==> config.mk <==
export PLATFORM = sky130hd
export DESIGN_NAME = txtdisp_render
export DESIGN_NICKNAME = d
export VERILOG_FILES = /design/src/rtl/txtdisp_pkg.sv /design/src/rtl/txtdisp_scan.sv /design/src/rtl/txtdisp_fetch.sv /design/src/rtl/txtdisp_glyph.sv /design/src/rtl/txtdisp_color.sv /design/src/rtl/txtdisp_render.sv
export SDC_FILE = /design/constraint.sdc
export NUM_CORES = 1
export LEC_CHECK = 0
export BUFFER_PORTS_ARGS = -buffer_cell sky130_fd_sc_hd__buf_4
export CAP_MARGIN = 20
export CORE_UTILIZATION = 49
export DETAILED_ROUTE_END_ITERATION = 8
export PLACE_DENSITY_LB_ADDON = 0.2
export SETUP_SLACK_MARGIN = 0.4
export SYNTH_ARGS = -nofsm -noshare
export SYNTH_HDL_FRONTEND = slang
export SYNTH_SLANG_ARGS = --single-unit
==> constraint.sdc <==
create_clock -name clk -period 2.35 [get_ports clk]
set_input_delay 0.235 -clock clk [delete_from_list [all_inputs] [get_ports clk]]
set_output_delay 0.235 -clock clk [all_outputs]
set_load 0.03 [all_outputs]
==> src/rtl/txtdisp_pkg.sv <==
package txtdisp_pkg;

    localparam int GLYPH_PX  = 8;
    localparam int CODE_W    = 8;
    localparam int ATTR_W    = 8;
    localparam int WORD_W    = 32;
    localparam int CELLS_PER = 2;
    localparam int CELL_BITS = WORD_W / CELLS_PER;
    localparam int FONT_AW   = CODE_W + $clog2(GLYPH_PX);
    localparam int RGB_W     = 24;

    typedef logic [RGB_W-1:0] rgb_t;
    typedef logic [3:0]       pal_idx_t;

    // Stage after the buffer address is issued
    typedef struct packed {
        logic       vis;
        logic       eol;
        logic       eof;
        logic       half;
        logic [2:0] row;
        logic [2:0] col;
    } fetch_st_t;

    // Stage after the font address is issued
    typedef struct packed {
        logic              vis;
        logic              eol;
        logic              eof;
        logic [2:0]        col;
        logic [ATTR_W-1:0] attr;
    } glyph_st_t;

    // Fixed 16-colour palette built from the index bits
    function automatic rgb_t pal_lookup(input pal_idx_t idx);
        logic [7:0] lo, hi, r, g, b;
        lo = idx[3] ? 8'h55 : 8'h00;
        hi = idx[3] ? 8'hFF : 8'hAA;
        r  = idx[2] ? hi : lo;
        g  = idx[1] ? hi : lo;
        b  = idx[0] ? hi : lo;
        if (idx == 4'd6) g = 8'h55;
        return {r, g, b};
    endfunction

    function automatic logic is_palette_color(input rgb_t c);
        logic hit;
        hit = 1'b0;
        for (int i = 0; i < 16; i++) begin
            if (pal_lookup(pal_idx_t'(i)) == c) hit = 1'b1;
        end
        return hit;
    endfunction

endpackage

==> src/rtl/txtdisp_scan.sv <==
module txtdisp_scan #(
    parameter int H_TOTAL = 800,
    parameter int V_TOTAL = 262,
    parameter int VIS_W   = 640,
    parameter int VIS_H   = 200,
    localparam int XW     = $clog2(H_TOTAL),
    localparam int YW     = $clog2(V_TOTAL)
) (
    input  logic          clk,
    input  logic          rst,
    output logic [XW-1:0] x,
    output logic [YW-1:0] y,
    output logic          vis,
    output logic          last_col,
    output logic          last_row
);

    logic x_wrap;
    logic y_wrap;

    assign x_wrap = (x == XW'(H_TOTAL - 1));
    assign y_wrap = (y == YW'(V_TOTAL - 1));

    always_ff @(posedge clk) begin
        if (rst) begin
            x <= '0;
            y <= '0;
        end else begin
            if (x_wrap) begin
                x <= '0;
                y <= y_wrap ? '0 : y + 1'b1;
            end else begin
                x <= x + 1'b1;
            end
        end
    end

    assign vis      = (x < XW'(VIS_W)) && (y < YW'(VIS_H));
    assign last_col = (x == XW'(VIS_W - 1));
    assign last_row = (y == YW'(VIS_H - 1));

endmodule

==> src/rtl/txtdisp_fetch.sv <==
module txtdisp_fetch
    import txtdisp_pkg::*;
#(
    parameter int COLS   = 80,
    parameter int XW     = 10,
    parameter int YW     = 9,
    parameter int BUF_AW = 10
) (
    input  logic              clk,
    input  logic              rst,
    input  logic [XW-1:0]     x,
    input  logic [YW-1:0]     y,
    input  logic              vis,
    input  logic              last_col,
    input  logic              last_row,
    output logic [BUF_AW-1:0] cell_addr,
    output fetch_st_t         st
);

    localparam int WORDS_PER_ROW = COLS / CELLS_PER;
    localparam int ROW_SHIFT     = $clog2(GLYPH_PX);
    localparam int PAIR_SHIFT    = $clog2(GLYPH_PX * CELLS_PER);

    logic [BUF_AW-1:0] text_row;
    logic [BUF_AW-1:0] pair_col;

    assign text_row  = BUF_AW'(y >> ROW_SHIFT);
    assign pair_col  = BUF_AW'(x >> PAIR_SHIFT);
    assign cell_addr = BUF_AW'(text_row * BUF_AW'(WORDS_PER_ROW)) + pair_col;

    always_ff @(posedge clk) begin
        if (rst) begin
            st <= '0;
        end else begin
            st.vis  <= vis;
            st.eol  <= vis && last_col;
            st.eof  <= vis && last_col && last_row;
            st.half <= x[ROW_SHIFT];
            st.row  <= y[2:0];
            st.col  <= x[2:0];
        end
    end

endmodule

==> src/rtl/txtdisp_glyph.sv <==
module txtdisp_glyph
    import txtdisp_pkg::*;
(
    input  logic               clk,
    input  logic               rst,
    input  fetch_st_t          st_in,
    input  logic [WORD_W-1:0]  cell_word,
    output logic [FONT_AW-1:0] glyph_addr,
    output glyph_st_t          st_out
);

    logic [CODE_W-1:0] codes [CELLS_PER];
    logic [ATTR_W-1:0] attrs [CELLS_PER];
    logic [CODE_W-1:0] code_sel;
    logic [ATTR_W-1:0] attr_sel;

    // Unpack every cell of the word; cell c occupies bits [c*16 +: 16]
    for (genvar c = 0; c < CELLS_PER; c++) begin : g_unpack
        assign codes[c] = cell_word[c*CELL_BITS +: CODE_W];
        assign attrs[c] = cell_word[c*CELL_BITS + CODE_W +: ATTR_W];
    end

    assign code_sel   = codes[st_in.half];
    assign attr_sel   = attrs[st_in.half];
    assign glyph_addr = {code_sel, st_in.row};

    always_ff @(posedge clk) begin
        if (rst) begin
            st_out <= '0;
        end else begin
            st_out.vis  <= st_in.vis;
            st_out.eol  <= st_in.eol;
            st_out.eof  <= st_in.eof;
            st_out.col  <= st_in.col;
            st_out.attr <= attr_sel;
        end
    end

endmodule

==> src/rtl/txtdisp_color.sv <==
module txtdisp_color
    import txtdisp_pkg::*;
(
    input  logic                clk,
    input  logic                rst,
    input  glyph_st_t           st_in,
    input  logic [GLYPH_PX-1:0] glyph_row,
    output logic                pix_valid,
    output logic                line_end,
    output logic                frame_end,
    output rgb_t                pix_rgb
);

    logic     fg_on;
    pal_idx_t idx;

    // Leftmost pixel of the cell is the glyph's most significant bit
    assign fg_on = glyph_row[3'd7 - st_in.col];
    assign idx   = fg_on ? st_in.attr[3:0] : {1'b0, st_in.attr[6:4]};

    always_ff @(posedge clk) begin
        if (rst) begin
            pix_valid <= 1'b0;
            line_end  <= 1'b0;
            frame_end <= 1'b0;
            pix_rgb   <= '0;
        end else begin
            pix_valid <= st_in.vis;
            line_end  <= st_in.eol;
            frame_end <= st_in.eof;
            pix_rgb   <= st_in.vis ? pal_lookup(idx) : '0;
        end
    end

endmodule

==> src/rtl/txtdisp_render.sv <==
module txtdisp_render
    import txtdisp_pkg::*;
#(
    parameter int COLS    = 80,
    parameter int ROWS    = 25,
    parameter int H_TOTAL = 800,
    parameter int V_TOTAL = 262,
    localparam int BUF_AW = $clog2(COLS * ROWS / CELLS_PER)
) (
    input  logic               clk,
    input  logic               rst,
    output logic [BUF_AW-1:0]  cell_addr,
    input  logic [31:0]        cell_word,
    output logic [10:0]        glyph_addr,
    input  logic [7:0]         glyph_row,
    output logic               pix_valid,
    output logic [23:0]        pix_rgb,
    output logic               line_end,
    output logic               frame_end
);

    localparam int VIS_W = COLS * GLYPH_PX;
    localparam int VIS_H = ROWS * GLYPH_PX;
    localparam int XW    = $clog2(H_TOTAL);
    localparam int YW    = $clog2(V_TOTAL);

    logic [XW-1:0] x;
    logic [YW-1:0] y;
    logic          vis, last_col, last_row;
    fetch_st_t     st_fetch;
    glyph_st_t     st_glyph;

    txtdisp_scan #(
        .H_TOTAL (H_TOTAL),
        .V_TOTAL (V_TOTAL),
        .VIS_W   (VIS_W),
        .VIS_H   (VIS_H)
    ) scan_i (
        .clk      (clk),
        .rst      (rst),
        .x        (x),
        .y        (y),
        .vis      (vis),
        .last_col (last_col),
        .last_row (last_row)
    );

    txtdisp_fetch #(
        .COLS   (COLS),
        .XW     (XW),
        .YW     (YW),
        .BUF_AW (BUF_AW)
    ) fetch_i (
        .clk       (clk),
        .rst       (rst),
        .x         (x),
        .y         (y),
        .vis       (vis),
        .last_col  (last_col),
        .last_row  (last_row),
        .cell_addr (cell_addr),
        .st        (st_fetch)
    );

    txtdisp_glyph glyph_i (
        .clk        (clk),
        .rst        (rst),
        .st_in      (st_fetch),
        .cell_word  (cell_word),
        .glyph_addr (glyph_addr),
        .st_out     (st_glyph)
    );

    txtdisp_color color_i (
        .clk       (clk),
        .rst       (rst),
        .st_in     (st_glyph),
        .glyph_row (glyph_row),
        .pix_valid (pix_valid),
        .line_end  (line_end),
        .frame_end (frame_end),
        .pix_rgb   (pix_rgb)
    );

endmodule

==> results of run 1 <==
kinds of logic (layout without fill, tap and decap cells):
family | after synthesis | after routing
AND/OR/NAND/NOR | 87 | 87
XOR/XNOR | 21 | 21
adder cells (fa/ha/maj) | 15 | 15
buffers and inverters | 41 | 114
multiplexers | 18 | 18
AO/OA/AOI/OAI | 22 | 22
flip-flops | 50 | 50
registers in the layout, indices dropped and copies added (netlist names):
| register | flops |
|---|---|
| color_i.pix_rgb | 5 |
| fetch_i.st | 10 |
| scan_i.y | 9 |
| color_i.line_end | 1 |
| color_i.frame_end | 1 |
| glyph_i.st_out | 13 |
| scan_i.x | 10 |
| color_i.pix_valid | 1 |
cell usage after synthesis, drive strengths merged:
| cell | instances |
|---|---|
| mux4 | 2 |
| a21o | 3 |
| nand4b | 2 |
| a2111oi | 1 |
| clkbuf | 5 |
| xor2 | 9 |
| or4 | 2 |
| nor3b | 1 |
| o311ai | 1 |
| or3b | 2 |
| nor4 | 5 |
| dfxtp | 50 |
| xnor2 | 12 |
| o31ai | 6 |
| o21ai | 1 |
| nor2 | 26 |
| nor2b | 15 |
| or2 | 1 |
| o2111ai | 1 |
| nand3 | 10 |
| and3 | 1 |
| inv | 8 |
| buf | 28 |
| a21oi | 6 |
| nand2 | 6 |
| ha | 13 |
| and4 | 1 |
| mux2i | 8 |
| and4bb | 1 |
| a31oi | 1 |
| nand2b | 4 |
| nand4 | 5 |
| o21a | 1 |
| or3 | 2 |
| fa | 2 |
| a31o | 1 |
| mux2 | 8 |
| nor3 | 3 |
where the power goes:
group          internal [W]  leakage [nW]  total (W)  switching (W)
clock              0.000319        0.0585   0.000616       0.000297
combinational     0.0000848         0.993   0.000158      0.0000734
sequential         0.000861         0.412   0.000874      0.0000129
worst register-to-register path, stage by stage (launching register included):
cell     delay (ns)
dfxtp_1        0.38
ha_2           0.25
nand4_1        0.15
buf_4          0.21
nor3_1         0.47
a21o_1         0.34
nor3_1         0.09
cell type report:
class	instances	area (µm²)
inverter	8	30.03
fill	360	1294
clock buffer	5	68.82
timing repair buffer	98	758.2
multi-input combinational	163	1486
tap	67	83.83
clock inverter	3	43.79
sequential	50	1021
through the flow:
stage               util (%)  setup slack, ns
floorplan                  -           0.2985
global placement       65.49           0.1995
detailed placement     65.49           0.1866
CTS                    70.09         -0.05209
global route           72.97         -0.09980
finish                 72.97         -0.04146
worst paths after layout:
path / endpoint / slack (ns) / start
hold reg to reg: color_i.frame_end / 0.44 / glyph_i.st_out[11]
setup reg to reg: fetch_i.st[9] / 0.35 / scan_i.x[0]
setup / recovery: cell_addr[8] / -0.04 / scan_i.y[4]
hold / removal: glyph_i.st_out[5] / 0.16 / cell_word[13]
per-layer routing:
layer  global-route usage (%)  share of wire, %
met1                    23.60                42
met2                    30.25                51
met3                    4.558               5.8
met4                    6.536               1.3
met5                        0                 0
timing repair:
item	4_1_cts	5_1_grt
resized for setup	17	20
endpoints found under the setup margin	8	18
pin swaps	10	8
setup buffers	4	4
cloned	0	0
==> results.sh, run 1 <==
export IMPL_crit_chain="ha_4 -> ha_4 -> fa_2 -> nand2_2 -> nor2_4 -> xor2_4 -> buf_6"
export IMPL_antennaDiodeCount=0
export IMPL_hp_class="in2reg"
export IMPL_yosysTopAreaCell="dfxtp_1"
export IMPL_synthMuxAreaShare_pct=8.696
export IMPL_fin_total_pwr_w=0.001649
export IMPL_drt_iter0_drc=68
export IMPL_clock_skew_final_ns=0.006196
export IMPL_crit_path_start_kind="register"
export IMPL_critPathTopFamily="adder cells"
export IMPL_r2r_cells=6
export IMPL_synth_top_family_by_area="simple AND/OR/NAND/NOR gates"
export IMPL_final_cell_mix="buf_4, dfxtp_1, nor2_1"
export IMPL_synth_seq_cells=50
export IMPL_power_leakage_nw=1.464
export IMPL_core_um2=4786
export IMPL_yosysWarnings=0
export IMPL_worst_path_stages=7
export IMPL_fmax_ghz=0.4182
export IMPL_htree_levels=2
export IMPL_detail_route_antenna_nets=0
export IMPL_relSlewSlack_pct=64.97
export IMPL_crit_path_end_kind="output pin"
export IMPL_crit_required_ns=2.12
export IMPL_clk_latency_ns=0.31
export IMPL_fin_nets=383
export IMPL_cpMaxStageDelayCell="fa_2"
export IMPL_grt_ovfl_total=0
export IMPL_die_x_um=73.07
export IMPL_start_util_pct=51.71
export IMPL_detail_route_wl_per_cell_um=13.46
export IMPL_dr_pass1_iters=4
export IMPL_cts_tree="built"
export IMPL_holdBufCountCts=0
export IMPL_portBuffers=87
export IMPL_layoutNonFillerInstCount=394
export IMPL_cts_clk_slew_worst_paths_ns=0.09
export IMPL_synthAdderAreaFrac_pct=8.190
export IMPL_drv_cap=0
export IMPL_place_inst=378
export IMPL_syn_inst=254
export IMPL_cts_sinks=50
export IMPL_dpl_cell_area_um2=3134
export IMPL_rsz0062_at_grt="yes"
export IMPL_drive_gt1_share_pct=48.62
export IMPL_antenna_found_initial=0
export IMPL_yosys_top_cells_area="dfxtp_1, buf_4, ha_1, xnor2_1, nor2_1"
export IMPL_synthSimpleGateAreaFrac_pct=19.01
export IMPL_grt_max_degree=32
export IMPL_fin_crit_ns=2.391
export IMPL_synth_yosys_seq_area_share_pct=40.44
export IMPL_die_area_um2=5339
export IMPL_cts_made_buffers=5
export IMPL_hold_ws_ns=0.1582
export IMPL_fin_setup_tns_ns=-0.04146
export IMPL_max_stage_delay_ns=0.57
export IMPL_vdd_drop_max_v=0.0003936
export IMPL_dp_hpwl_mm=3.599
export IMPL_via_per_inst=5.165
export IMPL_cp_common_cell="ha_4"
export IMPL_syn2layout_area_growth_pct=41.10
export IMPL_boundaryPins=90
export IMPL_synth_avg_cell_area_um2=9.744
export IMPL_die_height_um=73.07
export IMPL_clockRootBuffer="clkbuf_8"
export IMPL_rows=25
export IMPL_place_gp_congestion=0.7388
export IMPL_synth_area_um2=2475
export IMPL_grt_pass1_vias=1730
export IMPL_power_density_nw_per_um2=472.1
export IMPL_drcViolationCount=0
export IMPL_period_share_pct=101.8
export IMPL_grt_usage_pct=18.47
export IMPL_synth_xor_area_share_pct=7.432
export IMPL_cts_max_path_buffers=2
export IMPL_min_path_cells=3
export IMPL_stdcell_area_um2=3492
export IMPL_yosysTopAreaCellShare_pct=40.44
export IMPL_critPathMaxFanout=3
export IMPL_slew_violations=0
export IMPL_synthesis_nets=311
export IMPL_final_setup_worst_slack_ns=-0.04146
export IMPL_synth_distinct_cells=41
export IMPL_hold_viol=0
export IMPL_finalSetupViolCount=1
export IMPL_status="finished, violations left"
export IMPL_routed_wl_mm=5.303
export IMPL_layout_commonest_cell="buf_4"
export IMPL_crit_arrival_ns=2.16
export IMPL_cp_num_buf_inv=1
export IMPL_grt_first_pass_wirelength_mm=7.679
export IMPL_worstMarginPinSlew_ns=0.5214
export IMPL_violations="setup timing"
export IMPL_crit_type="reg2out"
export IMPL_synth_compound_area_share_pct=6.117
export IMPL_vias=2035
Power figures use the tool's default switching activity.
==> run 2, diff against run 1 <==
--- a/config.mk
+++ b/config.mk
@@ -7,10 +7,14 @@
 export LEC_CHECK = 0
 export BUFFER_PORTS_ARGS = -buffer_cell sky130_fd_sc_hd__buf_4
 export CAP_MARGIN = 20
-export CORE_UTILIZATION = 49
+export CELL_PAD_IN_SITES_DETAIL_PLACEMENT = 1
+export CELL_PAD_IN_SITES_GLOBAL_PLACEMENT = 1
+export CORE_UTILIZATION = 38
+export CTS_BUF_LIST = sky130_fd_sc_hd__clkbuf_8
 export DETAILED_ROUTE_END_ITERATION = 8
 export PLACE_DENSITY_LB_ADDON = 0.2
 export SETUP_SLACK_MARGIN = 0.4
+export SLEW_MARGIN = 25
 export SYNTH_ARGS = -nofsm -noshare
 export SYNTH_HDL_FRONTEND = slang
 export SYNTH_SLANG_ARGS = --single-unit
==> results.sh, run 2 (synthesis gave the netlist of run 1 again) <==
export IMPL_crit_chain="ha_2 -> ha_4 -> fa_2 -> nand2_2 -> nor2_4 -> xor2_4 -> buf_6"
export IMPL_htree_levels=2
export IMPL_start_util_pct=39.20
export IMPL_worstReg2RegEnd="scan_i.y[7]"
export IMPL_hp_class="in2reg"
export IMPL_fill_cells=699
export IMPL_grt_usage_pct=17.23
export IMPL_cts_clk_slew_worst_paths_ns=0.10
export IMPL_via_per_inst=5.024
export IMPL_rsz0062_at_grt="yes"
export IMPL_die_height_um=82.70
export IMPL_clockRootBuffer="clkbuf_8"
export IMPL_cts_sinks=50
export IMPL_power_leakage_nw=1.516
export IMPL_cts_made_buffers=5
export IMPL_fin_nets=392
export IMPL_grt_use_met3_pct=3.187
export IMPL_detail_route_antenna_nets=0
export IMPL_portBuffers=87
export IMPL_dp_slack_ns=0.1759
export IMPL_worstMarginPinSlew_ns=0.4405
export IMPL_hp_start="cell_word[9]"
export IMPL_regToRegSetupSlack_ns=0.44
export IMPL_cts_tree="built"
export IMPL_detail_route_wl_per_cell_um=15.12
export IMPL_vias=2075
export IMPL_rows=29
export IMPL_violations="setup timing"
export IMPL_crit_type="reg2out"
export IMPL_cpMaxStageDelayCell="fa_2"
export IMPL_grt_max_degree=32
export IMPL_final_setup_worst_slack_ns=-0.02834
export IMPL_die_area_um2=6839
export IMPL_use_met2_pct=30.49
export IMPL_largest_register="glyph_i.st_out"
export IMPL_top_regs="glyph_i.st_out: 13 flops, fetch_i.st: 10 flops, scan_i.x: 10 flops"
export IMPL_r2r_cells=4
export IMPL_clock_skew_final_ns=0.008731
export IMPL_r2r_start="scan_i.x[8]"
export IMPL_fin_total_pwr_w=0.001694
export IMPL_fmax_ghz=0.4205
export IMPL_finalSetupViolCount=1
export IMPL_fin_util_pct=57.19
export IMPL_dr_pass1_iters=5
export IMPL_grt_pass1_vias=1912
export IMPL_crit_path_start_kind="register"
export IMPL_hold_viol=0
export IMPL_die_x_um=82.70
export IMPL_slew_violations=0
export IMPL_drv_cap=0
export IMPL_grt_ovfl_total=0
export IMPL_routed_wl_mm=6.245
export IMPL_dp_hpwl_mm=4.197
export IMPL_antennaDiodeCount=0
export IMPL_place_gp_congestion=0.7342
export IMPL_core_um2=6314
export IMPL_final_cell_mix="buf_4, dfxtp_1, nor2_1"
export IMPL_critPathMaxFanout=6
export IMPL_drcViolationCount=0
export IMPL_min_to="glyph_i.st_out[1]"
export IMPL_drive_gt1_share_pct=50.00
export IMPL_grt_busiest_layer="met2"
export IMPL_met1_usage_pct=20.78
export IMPL_cts_max_path_buffers=2
export IMPL_min_path_cells=3
export IMPL_crit_required_ns=2.12
export IMPL_vdd_drop_max_v=0.0003026
export IMPL_boundaryPins=90
export IMPL_crit_arrival_ns=2.14
export IMPL_crit_path_end_kind="output pin"
export IMPL_status="finished, violations left"
export IMPL_power_density_nw_per_um2=469.2
export IMPL_clk_latency_ns=0.31
export IMPL_syn2layout_area_growth_pct=45.90
export IMPL_max_stage_delay_ns=0.57
export IMPL_antenna_found_initial=0
export IMPL_period_share_pct=101.2
export IMPL_drt_iter0_drc=79
export IMPL_largest_register_ffs=13
export IMPL_grt_first_pass_wirelength_mm=8.832
export IMPL_relSlewSlack_pct=70.05
export IMPL_startpoint="scan_i.y[5]"
export IMPL_layout_commonest_cell="buf_4"
export IMPL_fin_crit_ns=2.378
## run 2: critical path: cells and delay by family, from the launching register on
kind          cells  cell delay (ns)
fa+ha+maj         3             0.93
flops             1             0.39
simple gates      2             0.21
xor+xnor          1             0.15
buf+inv           1             0.14
## run 2: where the power goes
part	internal [W]	total, W	switching (W)
sequential	0.000861	0.000875	0.0000135
clock	0.000351	0.000658	0.000307
combinational	0.0000856	0.000162	0.0000761
## run 2: routing by layer
metal  vias up  share of wire, %
met5         -                 0
met2        58                52
met4         0               1.6
li1       1009                 -
met1       997                41
met3        11               5.0
## run 2: what timing repair did
item / 4_1_cts / 5_1_grt
buffers inserted: 4 / 9
hold buffers: 0 / 0
resized for setup: 20 / 21
endpoints found under the setup margin: 8 / 17
pin swaps: 11 / 11
## run 2: area by class of cell
class                      instances  area (µm²)  share of cell area [%]
multi-input combinational        163        1511                   41.86
sequential                        50        1018                   28.21
timing repair buffer             107       833.3                   23.08
tap                               77       96.34                   2.668
clock buffer                       6       82.58                   2.287
clock inverter                     2       38.79                   1.074
inverter                           8       30.03                  0.8316
## run 2: how the worst max path moves through the flow
stage          cells after the start      endpoint  slack (ns)
2_1_floorplan                      6  cell_addr[9]        0.30
3_3_place_gp                       7  cell_addr[9]        0.20
6_report                           7  cell_addr[8]       -0.03
4_1_cts                            7  cell_addr[8]       -0.05
3_5_place_dp                       7  cell_addr[9]        0.18
5_1_grt                            7  cell_addr[8]       -0.09
## run 2: through the flow
stage,setup TNS (ns),area (µm²),instances,hold WS (ns)
after floorplan,0,2608,254,0.3297
after global placement,0,3177,392,0.4181
after detailed placement,0,3177,392,0.4236
after CTS,-0.05289,3428,404,0.1534
after global routing,-0.1061,3611,413,0.1586
final,-0.02834,3611,413,0.1532
==> run 3, diff against run 2 <==
--- a/config.mk
+++ b/config.mk
@@ -17,4 +17,5 @@
 export SLEW_MARGIN = 25
 export SYNTH_ARGS = -nofsm -noshare
 export SYNTH_HDL_FRONTEND = slang
+export SYNTH_HIERARCHICAL = 1
 export SYNTH_SLANG_ARGS = --single-unit
==> results.sh, run 3 <==
export IMPL_status="finished, violations left"
export IMPL_violations="DRC, setup timing"
export IMPL_crit_path_start_kind="register"
export IMPL_fin_util_pct=54.69
export IMPL_cts_sinks=50
export IMPL_grt_first_pass_wirelength_mm=9.956
export IMPL_holdBufCountCts=0
export IMPL_finalSetupViolCount=2
export IMPL_multi_input_area_um2=1494
export IMPL_synth_area_um2=2556
export IMPL_layout_commonest_cell="buf_4"
export IMPL_vdd_drop_max_v=0.0003945
export IMPL_dp_hpwl_mm=4.312
export IMPL_startpoint="scan_i/y[6]"
export IMPL_htree_levels=2
export IMPL_die_x_um=84.02
export IMPL_detail_route_antenna_nets=0
export IMPL_synthesis_nets=317
export IMPL_cts_made_buffers=5
export IMPL_start_util_pct=39.80
export IMPL_crit_required_ns=2.12
export IMPL_grt_usage_pct=17.58
export IMPL_min_to="glyph_i/st_out[6]"
export IMPL_core_um2=6422
export IMPL_grt_max_degree=31
export IMPL_largest_register_ffs=13
export IMPL_hp_start="cell_word[14]"
export IMPL_via_per_inst=5.046
export IMPL_vias=2094
export IMPL_routed_wl_mm=6.526
export IMPL_slew_violations=0
export IMPL_syn_inst=260
export IMPL_cts_tree="built"
export IMPL_fill_cells=726
export IMPL_crit_arrival_ns=2.28
export IMPL_hp_class="in2reg"
export IMPL_syn2layout_area_growth_pct=37.40
export IMPL_die_height_um=84.02
export IMPL_synth_avg_cell_area_um2=9.832
export IMPL_drt_iter0_drc=64
export IMPL_power_leakage_nw=1.487
export IMPL_detail_route_wl_per_cell_um=15.73
export IMPL_worstMarginPinSlew_ns=0.5369
export IMPL_cts_max_path_buffers=2
export IMPL_crit_type="reg2out"
export IMPL_antenna_found_initial=0
export IMPL_fin_crit_ns=2.511
export IMPL_clockRootBuffer="clkbuf_8"
export IMPL_hold_viol=0
export IMPL_fin_nets=394
export IMPL_critPathMaxFanout=2
export IMPL_period_share_pct=106.8
export IMPL_antennaDiodeCount=0
export IMPL_portBuffers=87
export IMPL_rsz0062_at_grt="yes"
export IMPL_clock_skew_final_ns=0.009442
export IMPL_worstReg2RegEnd="scan_i/y[6]"
export IMPL_register_area_um2=1021
export IMPL_regToRegSetupSlack_ns=0.46
export IMPL_min_path_cells=3
export IMPL_grt_ovfl_total=0
export IMPL_boundaryPins=90
export IMPL_clk_latency_ns=0.30
export IMPL_place_gp_congestion=0.7238
export IMPL_r2r_start="scan_i/y[4]"
export IMPL_relSlewSlack_pct=64.13
export IMPL_rows=29
export IMPL_power_density_nw_per_um2=437.1
export IMPL_yosysWarnings=6
export IMPL_final_cell_mix="buf_4, dfxtp_1, nor2_1"
export IMPL_dr_pass1_iters=6
export IMPL_drv_cap=0
export IMPL_cts_clk_slew_worst_paths_ns=0.09
export IMPL_grt_pass1_vias=2114
export IMPL_top_regs="glyph_i/st_out: 13 flops, fetch_i/st: 10 flops, scan_i/x: 10 flops"
export IMPL_drive_gt1_share_pct=46.15
export IMPL_final_setup_worst_slack_ns=-0.1605
export IMPL_hold_ws_ns=0.1609
export IMPL_largest_register="glyph_i/st_out"
export IMPL_drcViolationCount=14
export IMPL_fmax_ghz=0.3983
export IMPL_die_area_um2=7059
export IMPL_r2r_cells=5
export IMPL_crit_path_end_kind="output pin"
export IMPL_dp_slack_ns=0.1048
-- run 3: power breakdown --
part           leakage [nW]  internal (W)  total [W]  switching, W
clock network        0.0493      0.000206   0.000491      0.000284
logic                  1.02     0.0000901   0.000166     0.0000757
registers             0.412      0.000864   0.000879     0.0000151
-- run 3: critical path, cell delays in order (launching register included) --
cell,delay [ns]
dfxtp_2,0.35
ha_4,0.24
ha_4,0.17
fa_2,0.38
xor2_2,0.18
nand4_1,0.17
xnor2_2,0.20
xnor2_2,0.13
buf_6,0.15
-- run 3: final cells by class --
class,count,share of cell area (%)
clock inverters,3,0.4988
inverters,7,0.7481
repair buffers,102,22.44
well taps,77,2.743
clock buffers,5,1.959
flip-flops and latches,50,29.07
multi-input cells,171,42.54
-- run 3: routing by layer --
metal	wire, µm	global-route usage, %	part of all wire, %	up-vias
met1	2560	20.22	39	1012
met4	130	5.643	2.0	0
li1	-	-	-	1010
met5	0	0	0	-
met2	3558	32.04	55	59
met3	277	3.956	4.2	13
-- run 3: worst max-delay path by stage --
stage                         endpoint  depth (start not counted)
after floorplan           cell_addr[9]                          7
after global placement    cell_addr[9]                          7
after detailed placement  cell_addr[9]                          8
after CTS                 cell_addr[9]                          7
after global routing      cell_addr[9]                          8
final                     cell_addr[9]                          8
-- run 3: stage by stage --
stage          TNS, ns  area, µm²  total power (W)  std cells
2_1_floorplan        0       2594        0.0009838        260
3_3_place_gp         0       3148         0.001058        399
3_5_place_dp         0       3148         0.001063        399
4_1_cts        -0.1880       3383         0.001544        411
5_1_grt        -0.3942       3512         0.001611        415
6_report       -0.2102       3512         0.001535        415
-- run 3: repair_timing --
action | in CTS | in global routing
resized for setup | 21 | 21
setup buffers | 4 | 4
setup endpoints to repair | 20 | 21
pin swaps | 17 | 8
